--- config.mk ---
export PLATFORM = sky130hd
export DESIGN_NAME = boot_stager
export DESIGN_NICKNAME = d
export VERILOG_FILES = /design/src/rtl/boot_stage_pkg.sv /design/src/rtl/stage_clkgen.sv /design/src/rtl/stage_timer.sv /design/src/rtl/boot_stager.sv
export SDC_FILE = /design/constraint.sdc
export NUM_CORES = 1
export LEC_CHECK = 0
export BUFFER_PORTS_ARGS = -buffer_cell sky130_fd_sc_hd__buf_2
export CAP_MARGIN = 10
export CORE_MARGIN = 4
export CORE_UTILIZATION = 40
export CTS_CLUSTER_SIZE = 28
export DETAILED_ROUTE_END_ITERATION = 10
export GPL_TIMING_DRIVEN = 0
export PLACE_DENSITY_LB_ADDON = 0.05
export SETUP_SLACK_MARGIN = 0.05
export SLEW_MARGIN = 0
export SYNTH_ARGS = -nofsm -noshare
export SYNTH_HDL_FRONTEND = slang
export SYNTH_SLANG_ARGS = --single-unit
export TNS_END_PERCENT = 50
--- constraint.sdc ---
create_clock -name clk -period 1.82 [get_ports clk]
set_input_delay 0.455 -clock clk [delete_from_list [all_inputs] [get_ports clk]]
set_output_delay 0.455 -clock clk [all_outputs]
set_load 0.1 [all_outputs]
--- src/rtl/boot_stage_pkg.sv ---
// Package: shared state and transfer encodings for the boot staging sequencer.
// Assumes: transfer order LO, HI, WR is the order the strobes are issued.
package boot_stage_pkg;

    typedef enum logic [3:0] {
        ST_IDLE,
        ST_SETTLE,
        ST_FETCH,
        ST_SETUP,
        ST_PULSE,
        ST_HOLD,
        ST_REL_BUS,
        ST_REL_CPU,
        ST_DONE
    } stage_e;

    typedef enum logic [1:0] {
        XF_LO = 2'd0,
        XF_HI = 2'd1,
        XF_WR = 2'd2
    } xfer_e;

endpackage

--- src/rtl/stage_clkgen.sv ---
// Module: stage_clkgen
// Divides the system clock into a square processor clock while run is high.
// The half period is FAST_HALF clocks when fast is set, otherwise SLOW_HALF.
// Assumes: run only falls through reset; fast may change while running.
module stage_clkgen #(
    parameter int SLOW_HALF = 2,
    parameter int FAST_HALF = 1
) (
    input  logic clk,
    input  logic rst_n,
    input  logic run,
    input  logic fast,
    output logic cpu_clk
);
    localparam int CNT_W = (SLOW_HALF > 1) ? $clog2(SLOW_HALF + 1) : 1;

    logic [CNT_W-1:0] cnt_q;
    logic [CNT_W-1:0] limit;
    logic             ck_q;

    // Select the half-period length for the requested rate.
    always_comb limit = fast ? CNT_W'(FAST_HALF - 1) : CNT_W'(SLOW_HALF - 1);

    // Count out each half period and flip the output at its end.
    always_ff @(posedge clk) begin
        if (!rst_n || !run) begin
            cnt_q <= '0;
            ck_q  <= 1'b0;
        end else if (cnt_q >= limit) begin
            cnt_q <= '0;
            ck_q  <= ~ck_q;
        end else begin
            cnt_q <= cnt_q + 1'b1;
        end
    end

    assign cpu_clk = ck_q;

    // at the fast rate the output flips on every clock once running.
    p_clk_toggle_r3: assert property (@(posedge clk) disable iff (!rst_n)
        (run && $past(run) && fast && $past(fast) && $past(cnt_q) == '0)
        |-> (cpu_clk != $past(cpu_clk)));

endmodule

--- src/rtl/stage_timer.sv ---
// Module: stage_timer
// Loadable down counter shared by the settling wait and the strobe width.
// Loading N-1 on entry to a state makes expired rise after N clocks.
// Assumes: load is asserted for one clock per timed interval.
module stage_timer #(
    parameter int W = 8
) (
    input  logic         clk,
    input  logic         rst_n,
    input  logic         load,
    input  logic [W-1:0] load_val,
    output logic         expired
);
    logic [W-1:0] cnt_q;

    // Reload on request, otherwise count down to zero and stop.
    always_ff @(posedge clk) begin
        if (!rst_n) begin
            cnt_q <= '0;
        end else if (load) begin
            cnt_q <= load_val;
        end else if (cnt_q != '0) begin
            cnt_q <= cnt_q - 1'b1;
        end
    end

    assign expired = (cnt_q == '0);

    // an unloaded nonzero count falls by exactly one per clock.
    p_count_down_r4: assert property (@(posedge clk) disable iff (!rst_n)
        (cnt_q != '0 && !load) |=> (cnt_q == W'($past(cnt_q) - 1'b1)));

endmodule

--- src/rtl/boot_stager.sv ---
// Module: boot_stager (top)
// Holds the processor in reset and halt, waits SETTLE_CYC clocks, then writes
// NUM_BYTES bytes to SRAM through two address latches and a write strobe, each
// strobe STB_CYC clocks wide and framed by one setup and one hold clock.
// It then drops the bus, releases the processor one clock later and flags done.
// Assumes: address is 2*DATA_W bits; the source answers src_idx with valid.
module boot_stager
    import boot_stage_pkg::*;
#(
    parameter int DATA_W     = 8,
    parameter int NUM_BYTES  = 256,
    parameter int SETTLE_CYC = 160000,
    parameter int STB_CYC    = 2,
    parameter int SLOW_HALF  = 2,
    parameter int FAST_HALF  = 1,
    localparam int ADDR_W    = 2 * DATA_W,
    localparam int IDX_W     = (NUM_BYTES > 1) ? $clog2(NUM_BYTES) : 1
) (
    input  logic              clk,
    input  logic              rst_n,
    input  logic              start,
    input  logic              clk_sel,
    output logic [IDX_W-1:0]  src_idx,
    input  logic [ADDR_W-1:0] src_addr,
    input  logic [DATA_W-1:0] src_data,
    input  logic              src_valid,
    output logic              cpu_rst_n,
    output logic              cpu_halt_n,
    output logic              cpu_clk,
    output logic              rdy_hold,
    output logic [DATA_W-1:0] bus_out,
    output logic              bus_oe,
    output logic              lat_lo_clk,
    output logic              lat_hi_clk,
    output logic              sram_we_n,
    output logic              done
);
    localparam int TMR_MAX = (SETTLE_CYC > STB_CYC) ? SETTLE_CYC : STB_CYC;
    localparam int TMR_W   = $clog2(TMR_MAX + 1);
    localparam int NXFER   = 3;

    stage_e             state_q;
    xfer_e              xfer_q;
    logic [IDX_W-1:0]   idx_q;
    logic [ADDR_W-1:0]  addr_q;
    logic [DATA_W-1:0]  data_q;
    logic               run_q;
    logic               fast_q;
    logic               held;
    logic               tmr_load;
    logic [TMR_W-1:0]   tmr_val;
    logic               tmr_done;
    logic [NXFER-1:0]   stb;

    // Shared interval timer: settle wait on start, strobe width on setup.
    always_comb begin
        tmr_load = ((state_q == ST_IDLE || state_q == ST_DONE) && start)
                   || (state_q == ST_SETUP);
        tmr_val  = (state_q == ST_SETUP) ? TMR_W'(STB_CYC - 1)
                                         : TMR_W'(SETTLE_CYC - 1);
    end

    stage_timer #(.W(TMR_W)) u_timer (
        .clk      (clk),
        .rst_n    (rst_n),
        .load     (tmr_load),
        .load_val (tmr_val),
        .expired  (tmr_done)
    );

    stage_clkgen #(.SLOW_HALF(SLOW_HALF), .FAST_HALF(FAST_HALF)) u_clkgen (
        .clk     (clk),
        .rst_n   (rst_n),
        .run     (run_q),
        .fast    (fast_q),
        .cpu_clk (cpu_clk)
    );

    // Sequence controller: hold, settle, three transfers per byte, release.
    always_ff @(posedge clk) begin
        if (!rst_n) begin
            state_q <= ST_IDLE;
            xfer_q  <= XF_LO;
            idx_q   <= '0;
            addr_q  <= '0;
            data_q  <= '0;
            run_q   <= 1'b0;
            fast_q  <= 1'b0;
        end else begin
            unique case (state_q)
                ST_IDLE, ST_DONE: begin
                    if (start) begin
                        state_q <= ST_SETTLE;
                        idx_q   <= '0;
                        run_q   <= 1'b1;
                        fast_q  <= clk_sel;
                    end
                end
                ST_SETTLE:  if (tmr_done) state_q <= ST_FETCH;
                ST_FETCH: begin
                    if (src_valid) begin
                        addr_q  <= src_addr;
                        data_q  <= src_data;
                        xfer_q  <= XF_LO;
                        state_q <= ST_SETUP;
                    end
                end
                ST_SETUP:   state_q <= ST_PULSE;
                ST_PULSE:   if (tmr_done) state_q <= ST_HOLD;
                ST_HOLD: begin
                    if (xfer_q != XF_WR) begin
                        xfer_q  <= xfer_e'(xfer_q + 2'd1);
                        state_q <= ST_SETUP;
                    end else if (idx_q == IDX_W'(NUM_BYTES - 1)) begin
                        state_q <= ST_REL_BUS;
                    end else begin
                        idx_q   <= idx_q + 1'b1;
                        state_q <= ST_FETCH;
                    end
                end
                ST_REL_BUS: state_q <= ST_REL_CPU;
                ST_REL_CPU: state_q <= ST_DONE;
                default:    state_q <= ST_IDLE;
            endcase
        end
    end

    // Decode ownership phases from the state.
    always_comb begin
        held   = (state_q == ST_SETTLE) || (state_q == ST_FETCH) ||
                 (state_q == ST_SETUP)  || (state_q == ST_PULSE) ||
                 (state_q == ST_HOLD)   || (state_q == ST_REL_BUS);
        bus_oe = (state_q == ST_FETCH) || (state_q == ST_SETUP) ||
                 (state_q == ST_PULSE) || (state_q == ST_HOLD);
    end

    // One strobe term per transfer kind, active only in the pulse phase.
    for (genvar k = 0; k < NXFER; k++) begin : g_stb
        assign stb[k] = (state_q == ST_PULSE) && (xfer_q == xfer_e'(k));
    end

    // Pick the byte placed on the bus for the current transfer.
    always_comb begin
        unique case (xfer_q)
            XF_LO:   bus_out = addr_q[DATA_W-1:0];
            XF_HI:   bus_out = addr_q[ADDR_W-1:DATA_W];
            default: bus_out = data_q;
        endcase
        if (!bus_oe) bus_out = '0;
    end

    assign src_idx    = idx_q;
    assign cpu_rst_n  = ~held;
    assign cpu_halt_n = ~held;
    assign rdy_hold   = held;
    assign lat_lo_clk = stb[XF_LO];
    assign lat_hi_clk = stb[XF_HI];
    assign sram_we_n  = ~stb[XF_WR];
    assign done       = (state_q == ST_DONE);

    // Checker support: clocks spent with the processor held, saturating.
    localparam int HC_W = $clog2(SETTLE_CYC + 1);
    logic [HC_W-1:0] held_cnt;
    always_ff @(posedge clk) begin
        if (!rst_n || cpu_rst_n) held_cnt <= '0;
        else if (held_cnt != HC_W'(SETTLE_CYC)) held_cnt <= held_cnt + 1'b1;
    end

    // the bus comes up exactly after the settling interval.
    p_settle_r4: assert property (@(posedge clk) disable iff (!rst_n)
        $rose(bus_oe) |-> (held_cnt == HC_W'(SETTLE_CYC)));

    // a strobe only fires while the bus is driven and the processor held.
    p_strobe_owned_r5: assert property (@(posedge clk) disable iff (!rst_n)
        (lat_lo_clk || lat_hi_clk || !sram_we_n) |-> (bus_oe && !cpu_halt_n));

    // bus value is unchanged from setup through pulse and hold.
    p_bus_stable_r6: assert property (@(posedge clk) disable iff (!rst_n)
        (state_q == ST_PULSE || state_q == ST_HOLD) |-> $stable(bus_out));

    // the processor is only released after the bus was already dropped.
    p_release_order_r9: assert property (@(posedge clk) disable iff (!rst_n)
        $rose(cpu_rst_n) |-> (!$past(bus_oe) && !$past(cpu_halt_n)));

    // done follows a clock in which the processor was already running.
    p_done_after_release_r10: assert property (@(posedge clk) disable iff (!rst_n)
        $rose(done) |-> ($past(cpu_rst_n) && cpu_rst_n));

    // a start seen mid-staging leaves the processor held.
    p_start_ignored_r12: assert property (@(posedge clk) disable iff (!rst_n)
        (start && bus_oe) |=> !cpu_rst_n);

endmodule

==> results of run 1 <==
[stage by stage]
| step | total power (uW) | worst slack [ns] | area [um^2] | utilization, % | hold WS, ns |
|---|---|---|---|---|---|
| 4_1_cts | 6853 | -0.3670 | 4737 | 60.99 | 0.3307 |
| 3_5_place_dp | 4577 | -0.5263 | 3772 | 48.57 | 0.4062 |
| 3_3_place_gp | 4547 | -0.5219 | 3772 | 48.57 | 0.4077 |
| 2_1_floorplan | 4075 | -1.277 | 3385 | - | 0.3920 |
| 6_report | 7152 | -0.3565 | 4916 | 63.29 | 0.3323 |
| 5_1_grt | 7523 | -0.4149 | 4916 | 63.29 | 0.3389 |
[metal layers]
| metal | vias to the layer above | global-route usage (%) | wire length [um] |
|---|---|---|---|
| met1 | 1539 | 26.50 | 4346 |
| met2 | 81 | 32.21 | 4719 |
| met5 | - | 0 | 0 |
| li1 | 1566 | - | - |
| met3 | 10 | 3.000 | 414 |
| met4 | 0 | 7.348 | 123 |
[logic make-up after synthesis]
family                   count (synthesis)  synth area share, %
multiplexers                            15                4.701
buffers and inverters                   37                4.972
adder cells (fa/ha/maj)                  6                2.331
flip-flops                              61                37.92
XOR/XNOR                                 8                2.176
AO/OA/AOI/OAI                           85                16.78
AND/OR/NAND/NOR                        179                31.12
[worst min-delay path by stage]
| stage | slack (ns) | end | depth (start not counted) | start |
|---|---|---|---|---|
| 2_1_floorplan | 0.39 | u_clkgen.cnt_q[0] | 1 | u_clkgen.cnt_q[0] |
| 3_3_place_gp | 0.41 | u_clkgen.cnt_q[0] | 1 | u_clkgen.cnt_q[0] |
| 3_5_place_dp | 0.41 | u_clkgen.cnt_q[0] | 1 | u_clkgen.cnt_q[0] |
| 4_1_cts | 0.33 | addr_q[9] | 3 | src_addr[9] |
| 5_1_grt | 0.34 | data_q[0] | 3 | src_data[0] |
| 6_report | 0.33 | addr_q[1] | 3 | src_addr[1] |
[flip-flops by register name, summed over array words and instances, names as in the netlist]
signal	cells
fast_q	1
addr_q	16
xfer_q	2
u_clkgen.cpu_clk	1
u_timer.cnt_q	18
data_q	8
state_q	4
u_clkgen.cnt_q	2
run_q	1
src_idx	8
[cell usage in the layout, fill, tap and decap left out, types with 4 or more instances in the layout]
cell	count
clkbuf_1	6
nand2_1	75
a21oi_4	9
buf_2	41
nand2_4	6
nor3_1	7
dfxtp_1	46
a31oi_1	4
clkbuf_8	11
inv_1	5
dfxtp_4	5
nand2b_1	6
and3_4	4
buf_12	18
dfxtp_2	10
mux2i_1	14
a22oi_1	6
buf_6	12
xnor2_1	7
a211oi_1	5
or4_1	4
nand3_1	5
a21oi_1	33
o21ai_0	4
or3_1	9
nor2_1	10
inv_2	4
buf_4	19
[final cells by class]
type,instances,area [um^2]
multi-input combinational,294,2288
buffer,23,210.2
clock buffer,11,152.6
inverter,11,46.29
sequential,61,1252
tap,102,127.6
fill,642,2851
clock inverter,5,103.9
timing repair buffer,78,734.5
[where the power goes]
group / internal [uW] / leakage, uW / total [uW] / switching [uW]
Sequential: 1600 / 0.000505 / 1920 / 319
Clock: 997 / 0.000129 / 1590 / 591
Combinational: 1520 / 0.00120 / 3650 / 2130
Total: 4120 / 0.00183 / 7150 / 3040
[what timing repair did]
action / CTS / global route
setup buffers: 19 / 5
gates cloned: 3 / 0
resized for setup: 143 / 42
hold buffers: 0 / 0
pin swaps: 27 / 18
endpoints found under the setup margin: 59 / 60
hold endpoints to repair: 0 / 0
[critical path, stage by stage, from the launching register on]
cell      delay [ns]
dfxtp_4         0.41
buf_8           0.15
nor2b_4         0.27
o21bai_4        0.17
a21oi_4         0.18
buf_12          0.19
==> qor.yml, run 1 <==
drt-initial-drc-count: 118
slew_headroom_pct: 60.43
numCtsBuffers: 9
synthCells: 391
crit_fanout: 7
cp-startpoint: "state_q[2]"
rrSetupSlack_ns: -0.05
syn_nets: 426
fin_setup_tns_ns: -4.748
required_ns: 1.36
synth_top_area_cell: "dfxtp_1"
outcome: "finished, violations left"
port_buffers: 52
ctsRootBufferMaster: "clkbuf_8"
coreArea_mm2: 0.007767
hold_violations: 0
cts_buffer_depth: 2
syn2layout_area_growth_pct: 52.64
die_height_um: 97.73
synth_edf_count: 0
criticalPathCategory: "reg2out"
synth_flop_cell: "dfxtp_1"
diodes: 0
synth_area_per_cell_um2: 8.237
finalNetCount: 513
drv_cap: 0
drt-total-wl_um: 9603
worstSetupStartpointType: "flop"
ioPinCount: 54
slew_violations: 0
die_area_mm2: 0.009551
grt_max_degree: 12
power_density_mw_per_mm2: 1455
layout_setup_ws_ns: -0.3565
rsz0062_at_grt: "true"
cp.arrival_ns: 1.72
antenna_found_initial: 0
fmax_mhz: 459.4
min_period_over_period_pct: 119.6
yosysMostFrequentCell: "nand2_1"
r2r_start: "state_q[1]"
synth_top_area_share_pct: 37.92
clock_skew_ns: 0.01184
initial_core_util_pct: 41.46
synth-seq-cells: 61
std_cell_rows: 32
peakVddDrop_v: 0.0007222
ant_nets: 0
grt_usage_pct: 19.75
vias: 3196
timing.rr.end: "src_idx[4]"
syn_area_mm2: 0.003221
gr-total-overflow: 0
ys_top_cells_by_count: "nand2_1 (83), dfxtp_1 (61), a21oi_1 (44), clkbuf_1 (15), mux2i_1 (14)"
drive_gt1_share_pct: 41.82
worst_setup_path_end_kind: "output port"
worst_pin_slew_ns: 0.5935
period_needed_ns: 2.177
synth_cell_types: 64
firstDrtPassIters: 4
crit_path_end: "bus_out[5]"
grt_pass1_vias: 3147
leakage_uw: 0.001832
synth-seq-area-share_pct: 37.92
ff2ff_path_depth: 7
synth-async-reset-ratio_pct: 0
dp_hpwl_um: 5945
avgRoutedWirePerCell_um: 16.42
dp_cells: 545
drc: 0
clkTransAtPathRegs_ns: 0.08
cts.htree.levels: 3
synth_warnings: 0
cts_tree: "done"
setup_violations: 19
place_congestion: 0.8050
avgViaCountPerCell: 5.463
die_w_um: 97.73
hp-class: "in2reg"
clk_latency_ns: 0.35
violations: "setup timing"
fin_cells: 585
grt_pass1_wl_um: 15440
synthTopCellsByArea: "dfxtp_1 (38%), nand2_1 (9.7%), a21oi_1 (6.8%)"
cts.sinks: 61
No activity file was read; power rests on OpenSTA's default activity.
==> run 2, diff against run 1 <==
Settings changed: PLACE_DENSITY_LB_ADDON 0.05 to 0.2.
==> run 2 against run 1 <==
  * Setup slack lost 0.0018 ns
  * Non-clock buffer count increased by 10
  * Via count up 4.5%
  * Global-route usage increased by 0.36 points
  * Largest power group unchanged
  * Worst hold slack gained 0.011 ns
  * Critical path depth is 3 higher
  * Register-to-register slack gained 0.09 ns
  * Core utilization increased by 1.1 points
  * The run still ends with setup timing left
  * Fmax about the same
  * Die area is the same
  * Sequential power increased by 2%
==> qor.yml, run 2 (synthesis results as in run 1) <==
drt-total-wl_um: 10020
antenna_found_initial: 0
ctsRootBufferMaster: "clkbuf_8"
hp-class: "in2reg"
worst_pin_slew_ns: 0.5250
violations: "setup timing"
top_register: "u_timer.cnt_q"
ant_nets: 0
initial_core_util_pct: 41.46
min_from: "src_addr[15]"
die_height_um: 97.73
dp_hpwl_um: 5802
clock_skew_ns: 0.01612
numCtsBuffers: 9
post-route-util_pct: 64.43
syn2layout_area_growth_pct: 55.40
worstSetupStartpointType: "flop"
criticalPathCategory: "reg2out"
outcome: "finished, violations left"
coreArea_mm2: 0.007767
cts_buffer_depth: 2
layout_setup_ws_ns: -0.3583
ff2ff_path_depth: 7
cts.htree.levels: 3
hold_end: "addr_q[15]"
die_w_um: 97.73
std_cell_rows: 32
worst_setup_path_end_kind: "output port"
detailed_place.area_mm2: 0.003772
peakVddDrop_v: 0.0008321
p_total_uw: 7062
required_ns: 1.36
cts_tree: "done"
drc: 0
most-common-layout-cells: "nand2_1 (74), dfxtp_1 (40), buf_2 (38)"
grt_pass1_wl_um: 15900
drv_cap: 0
grt_usage_pct: 20.11
avgRoutedWirePerCell_um: 16.82
setup_violations: 16
crit_fanout: 7
drt-initial-drc-count: 184
final_common_cell: "nand2_1"
clkTransAtPathRegs_ns: 0.09
hold_violations: 0
fmax_mhz: 459.1
slew_violations: 0
place_congestion: 0.8441
top_regs: "u_timer.cnt_q: 18 flops, addr_q: 16 flops"
r2r_start: "state_q[1]"
diodes: 0
slew_headroom_pct: 65.00
hold_buffers: 0
leakage_uw: 0.001803
power_density_mw_per_mm2: 1411
ioPinCount: 54
port_buffers: 52
firstDrtPassIters: 4
postLayoutCellArea_mm2: 0.005005
min_period_over_period_pct: 119.7
gr-total-overflow: 0
finalNetCount: 524
timing.rr.end: "src_idx[6]"
pre_cts_ws_ns: -0.5566
vias: 3339
avgViaCountPerCell: 5.602
rrSetupSlack_ns: 0.04
period_needed_ns: 2.178
clk_latency_ns: 0.35
rsz0062_at_grt: "true"
cts.sinks: 61
fin_setup_tns_ns: -4.639
largest_reg_flops: 18
die_area_mm2: 0.009551
cp.arrival_ns: 1.72
hold_depth: 3
grt_pass1_vias: 3254
grt_max_degree: 13
drive_gt1_share_pct: 46.36
==> run 2: metrics by stage <==
step                hold WS (ns)  instances
floorplan                 0.3920        391
global placement          0.3980        545
detailed placement        0.4032        545
CTS                       0.3275        587
global route              0.3393        596
finish                    0.3429        596
==> run 2: cell type report <==
cell class / instances / area (um^2)
fill: 594 / 2763
multi-input combinational: 295 / 2337
tap: 102 / 127.6
sequential: 61 / 1262
buffer: 21 / 183.9
timing repair buffer: 90 / 824.5
clock inverter: 7 / 98.84
inverter: 11 / 46.29
clock buffer: 9 / 123.9
==> run 2: repair_timing <==
action | CTS | global route
setup endpoints to repair | 57 | 61
gates resized for setup | 140 | 63
pin swaps | 28 | 21
setup buffers | 27 | 11
gates cloned | 2 | 1
==> run 2: worst max-delay path by stage <==
stage	startpoint	to	slack (ns)	depth (start not counted)
after floorplan	state_q[1]	cpu_rst_n	-1.28	6
after global placement	state_q[2]	bus_out[3]	-0.55	5
after detailed placement	state_q[2]	bus_out[3]	-0.56	5
after CTS	xfer_q[0]	bus_out[1]	-0.36	8
after global routing	xfer_q[1]	bus_out[0]	-0.44	8
final	xfer_q[1]	bus_out[2]	-0.36	8
==> run 2: power by group <==
group,total [uW],internal (uW),switching [uW],leakage [uW]
logic,3740,1600,2140,0.00119
clock network,1360,777,585,0.000110
registers,1960,1610,351,0.000507
==> run 2: critical path: stages, from the launching register on <==
cell	delay, ns
dfxtp_2	0.36
inv_4	0.06
ha_4	0.15
buf_6	0.13
nor2_4	0.13
buf_12	0.14
nand2_2	0.07
a21oi_4	0.16
buf_12	0.19
==> run 2: per-layer routing <==
metal	wire [um]	up-vias	global-route usage, %	part of all wire [%]
li1	-	1602	-	-
met3	570	20	4.643	5.7
met2	5084	131	34.11	51
met1	4154	1586	25.01	41
met5	0	-	0	0
met4	212	0	7.242	2.1
==> run 3, diff against run 2 <==
Settings changed: SYNTH_HIERARCHICAL from default to 1.
==> run 3 against run 2 <==
  * Non-clock buffer count shrank 1
  * Highest routed layer unchanged
  * Sequential power shrank 17%
  * The flow still finishes with violations (setup timing)
  * Routed wire length shrank 6.6%
  * Largest power group unchanged
  * Clock power shrank 12%
  * Worst hold slack lost 0.0016 ns
  * Largest cell class unchanged
  * Register-to-register slack lost 0.34 ns
  * Sequential share of layout area grew 0.79 points
  * Design area shrank 3.9%
==> qor.yml, run 3 <==
outcome: "finished, violations left"
violations: "setup timing"
crit_fanout: 8
synthMuxAreaShare_pct: 0.6483
yosysMostFrequentCell: "nand2_1"
synth-seq-cells: 61
slew_violations: 0
combPwrFrac_pct: 37.3
dp_cells: 552
synth_top_family_by_area: "simple AND/OR/NAND/NOR gates"
die_height_um: 95.86
peakVddDrop_v: 0.0008455
rrSetupSlack_ns: -0.30
hold_buffers: 0
timing.critical_path.mode_cell: "buf_12"
hp-class: "in2reg"
crit_chain: "inv_4 > ha_4 > buf_8 > nor2_4 > buf_12 > nand2_4 > a21oi_4 > buf_12"
setup_violations: 52
avgViaCountPerCell: 5.324
clk_latency_ns: 0.35
slowest_delay_ns: 0.36
ctsRootBufferMaster: "clkbuf_8"
intPower_uw: 2946
required_ns: 1.36
drt-total-wl_um: 9365
period_needed_ns: 2.243
top_regs: "u_timer/cnt_q: 18 flops, addr_q: 16 flops"
ant_nets: 0
p_clk_share_pct: 26.6
syn2layout_area_growth_pct: 55.75
clock_skew_ns: 0.008978
synth-async-reset-ratio_pct: 0
synth_area_per_cell_um2: 7.818
syn_area_mm2: 0.003088
vias: 3200
fin_cells: 601
top_register: "u_timer/cnt_q"
p_total_uw: 4524
std_cell_rows: 31
synth-seq-area-share_pct: 39.55
drv_cap: 0
fin_setup_tns_ns: -7.830
fmax_mhz: 445.9
synthCells: 395
gr-total-overflow: 0
p_sw_uw: 1578
most-common-layout-cells: "nand2_1 (72), dfxtp_1 (45), buf_2 (40)"
die_area_mm2: 0.009189
post-route-util_pct: 65.26
cts.sinks: 61
seqPwrFrac_pct: 36.1
grt_pass1_wl_um: 13640
grt_max_degree: 15
rsz0062_at_grt: "true"
synthAdderAreaFrac_pct: 2.431
drc: 0
clkTransAtPathRegs_ns: 0.07
final_common_cell: "nand2_1"
worstSetupStartpointType: "flop"
die_w_um: 95.86
layout_setup_ws_ns: -0.4228
cts.htree.levels: 3
cp.arrival_ns: 1.79
ys_top_cells_by_count: "nand2_1 (81), dfxtp_1 (61), a21oi_1 (47), o21ai_0 (20), nor2_1 (16)"
critPathSlowestCell: "dfxtp_2"
drive_gt1_share_pct: 39.64
port_buffers: 53
firstDrtPassIters: 5
synth-xor-area-share_pct: 3.404
synth_warnings: 6
grt_usage_pct: 19.31
largest_reg_flops: 18
synth_compound_area_share_pct: 18.96
place_congestion: 0.8281
hold_violations: 0
yosys.area_share.simple_pct: 29.58
leakage_uw: 0.001804
antenna_found_initial: 0
synth_top_area_share_pct: 39.55
regArea_mm2: 0.001251
finalNetCount: 532
diodes: 0
coreArea_mm2: 0.007370
swShare_pct: 34.88
synth_top_area_cell: "dfxtp_1"
ioPinCount: 54
initial_core_util_pct: 41.90
worst_setup_path_end_kind: "output port"
pre_cts_ws_ns: -0.7324
synth_flop_cell: "dfxtp_1"
avgRoutedWirePerCell_um: 15.58
numCtsBuffers: 9
grt_pass1_vias: 2817
min_period_over_period_pct: 123.2
power_density_mw_per_mm2: 940.7
nFillCells: 581
drt-initial-drc-count: 157
multi_input_area_mm2: 0.002078
cts_tree: "done"
dp_hpwl_um: 5527
criticalPathCategory: "reg2out"
synth_cell_types: 57
synthTopCellsByArea: "dfxtp_1 (40%), nand2_1 (9.8%), a21oi_1 (7.6%)"
cts_buffer_depth: 2
synth_edf_count: 0
## run 3: cell count changes after synthesis, sizes merged, moves of 3 or more
cell    previous run  this run
nor2b              4         1
and2               3         7
nor2              13        16
xnor2              7        10
nand3              6        12
a211oi             8         2
or3               10         2
a21oi             44        47
nand2             84        81
mux2i             14         2
o31ai              1         7
o21ai              5        20
## run 3: area by class of cell
class | instances | share of cell area (%)
Multi-Input combinational cell | 302 | 43.21
Tap cell | 99 | 2.575
Sequential cell | 61 | 26.01
Inverter | 13 | 1.535
Clock inverter | 5 | 1.041
Timing Repair Buffer | 86 | 17.33
Clock buffer | 11 | 2.940
Buffer | 24 | 5.359
## run 3: stage by stage
| stage | area (um^2) | hold WS (ns) |
|---|---|---|
| 3_5_place_dp | 3757 | 0.4227 |
| 2_1_floorplan | 3368 | 0.3984 |
| 6_report | 4810 | 0.3413 |
| 3_3_place_gp | 3757 | 0.4069 |
| 5_1_grt | 4810 | 0.3390 |
| 4_1_cts | 4484 | 0.3263 |
## run 3: final timing paths
check	start	to	cells after the start
worst max register to register	u_timer/cnt_q[12]	state_q[1]	8
worst min register to register	u_clkgen/cnt_q[0]	u_clkgen/cnt_q[0]	1
worst max-delay path	xfer_q[1]	bus_out[2]	8
worst min-delay path	src_addr[2]	addr_q[2]	3
## run 3: power by group through the flow
| stage | Combinational, uW | Clock (uW) | Sequential, uW |
|---|---|---|---|
| finish | 1690 | 1200 | 1630 |
| global route | 1820 | 1300 | 1650 |
| CTS | 1430 | 1230 | 1620 |
| detailed placement | 1170 | 0 | 1640 |
| global placement | 1150 | 0 | 1630 |
| floorplan | 951 | 0 | 1620 |
## run 3: critical path: cells and delay by family (launching register included)
| kind | cells | cell delay (ns) |
|---|---|---|
| AND/OR/NAND/NOR | 2 | 0.18 |
| adder cells (fa/ha/maj) | 1 | 0.17 |
| AO/OA/AOI/OAI | 1 | 0.20 |
| buffers and inverters | 4 | 0.52 |
| flip-flops | 1 | 0.36 |
## run 3: cell families (layout without fill, tap and decap cells)
logic type,count (synthesis),count (layout)
compound gates,98,98
xor+xnor,12,12
fa+ha+maj,6,6
buf+inv,37,139
flops,61,61
mux,2,2
other cells,2,7
simple gates,177,177
## run 3: layer usage
| layer | part of all wire (%) | GRT usage (%) | wire length (um) | vias up |
|---|---|---|---|---|
| li1 | - | - | - | 1586 |
| met1 | 42 | 25.08 | 3977 | 1516 |
| met2 | 51 | 31.21 | 4737 | 76 |
| met3 | 4.7 | 4.457 | 438 | 22 |
| met4 | 2.3 | 7.109 | 211 | 0 |
| met5 | 0 | 0 | 0 | - |
## run 3: timing repair
action                     in CTS  in global routing
resized for setup              83                 65
setup endpoints to repair      44                 61
buffers inserted               19                 11
pin swaps                       8                 26
cloned                          1                  2
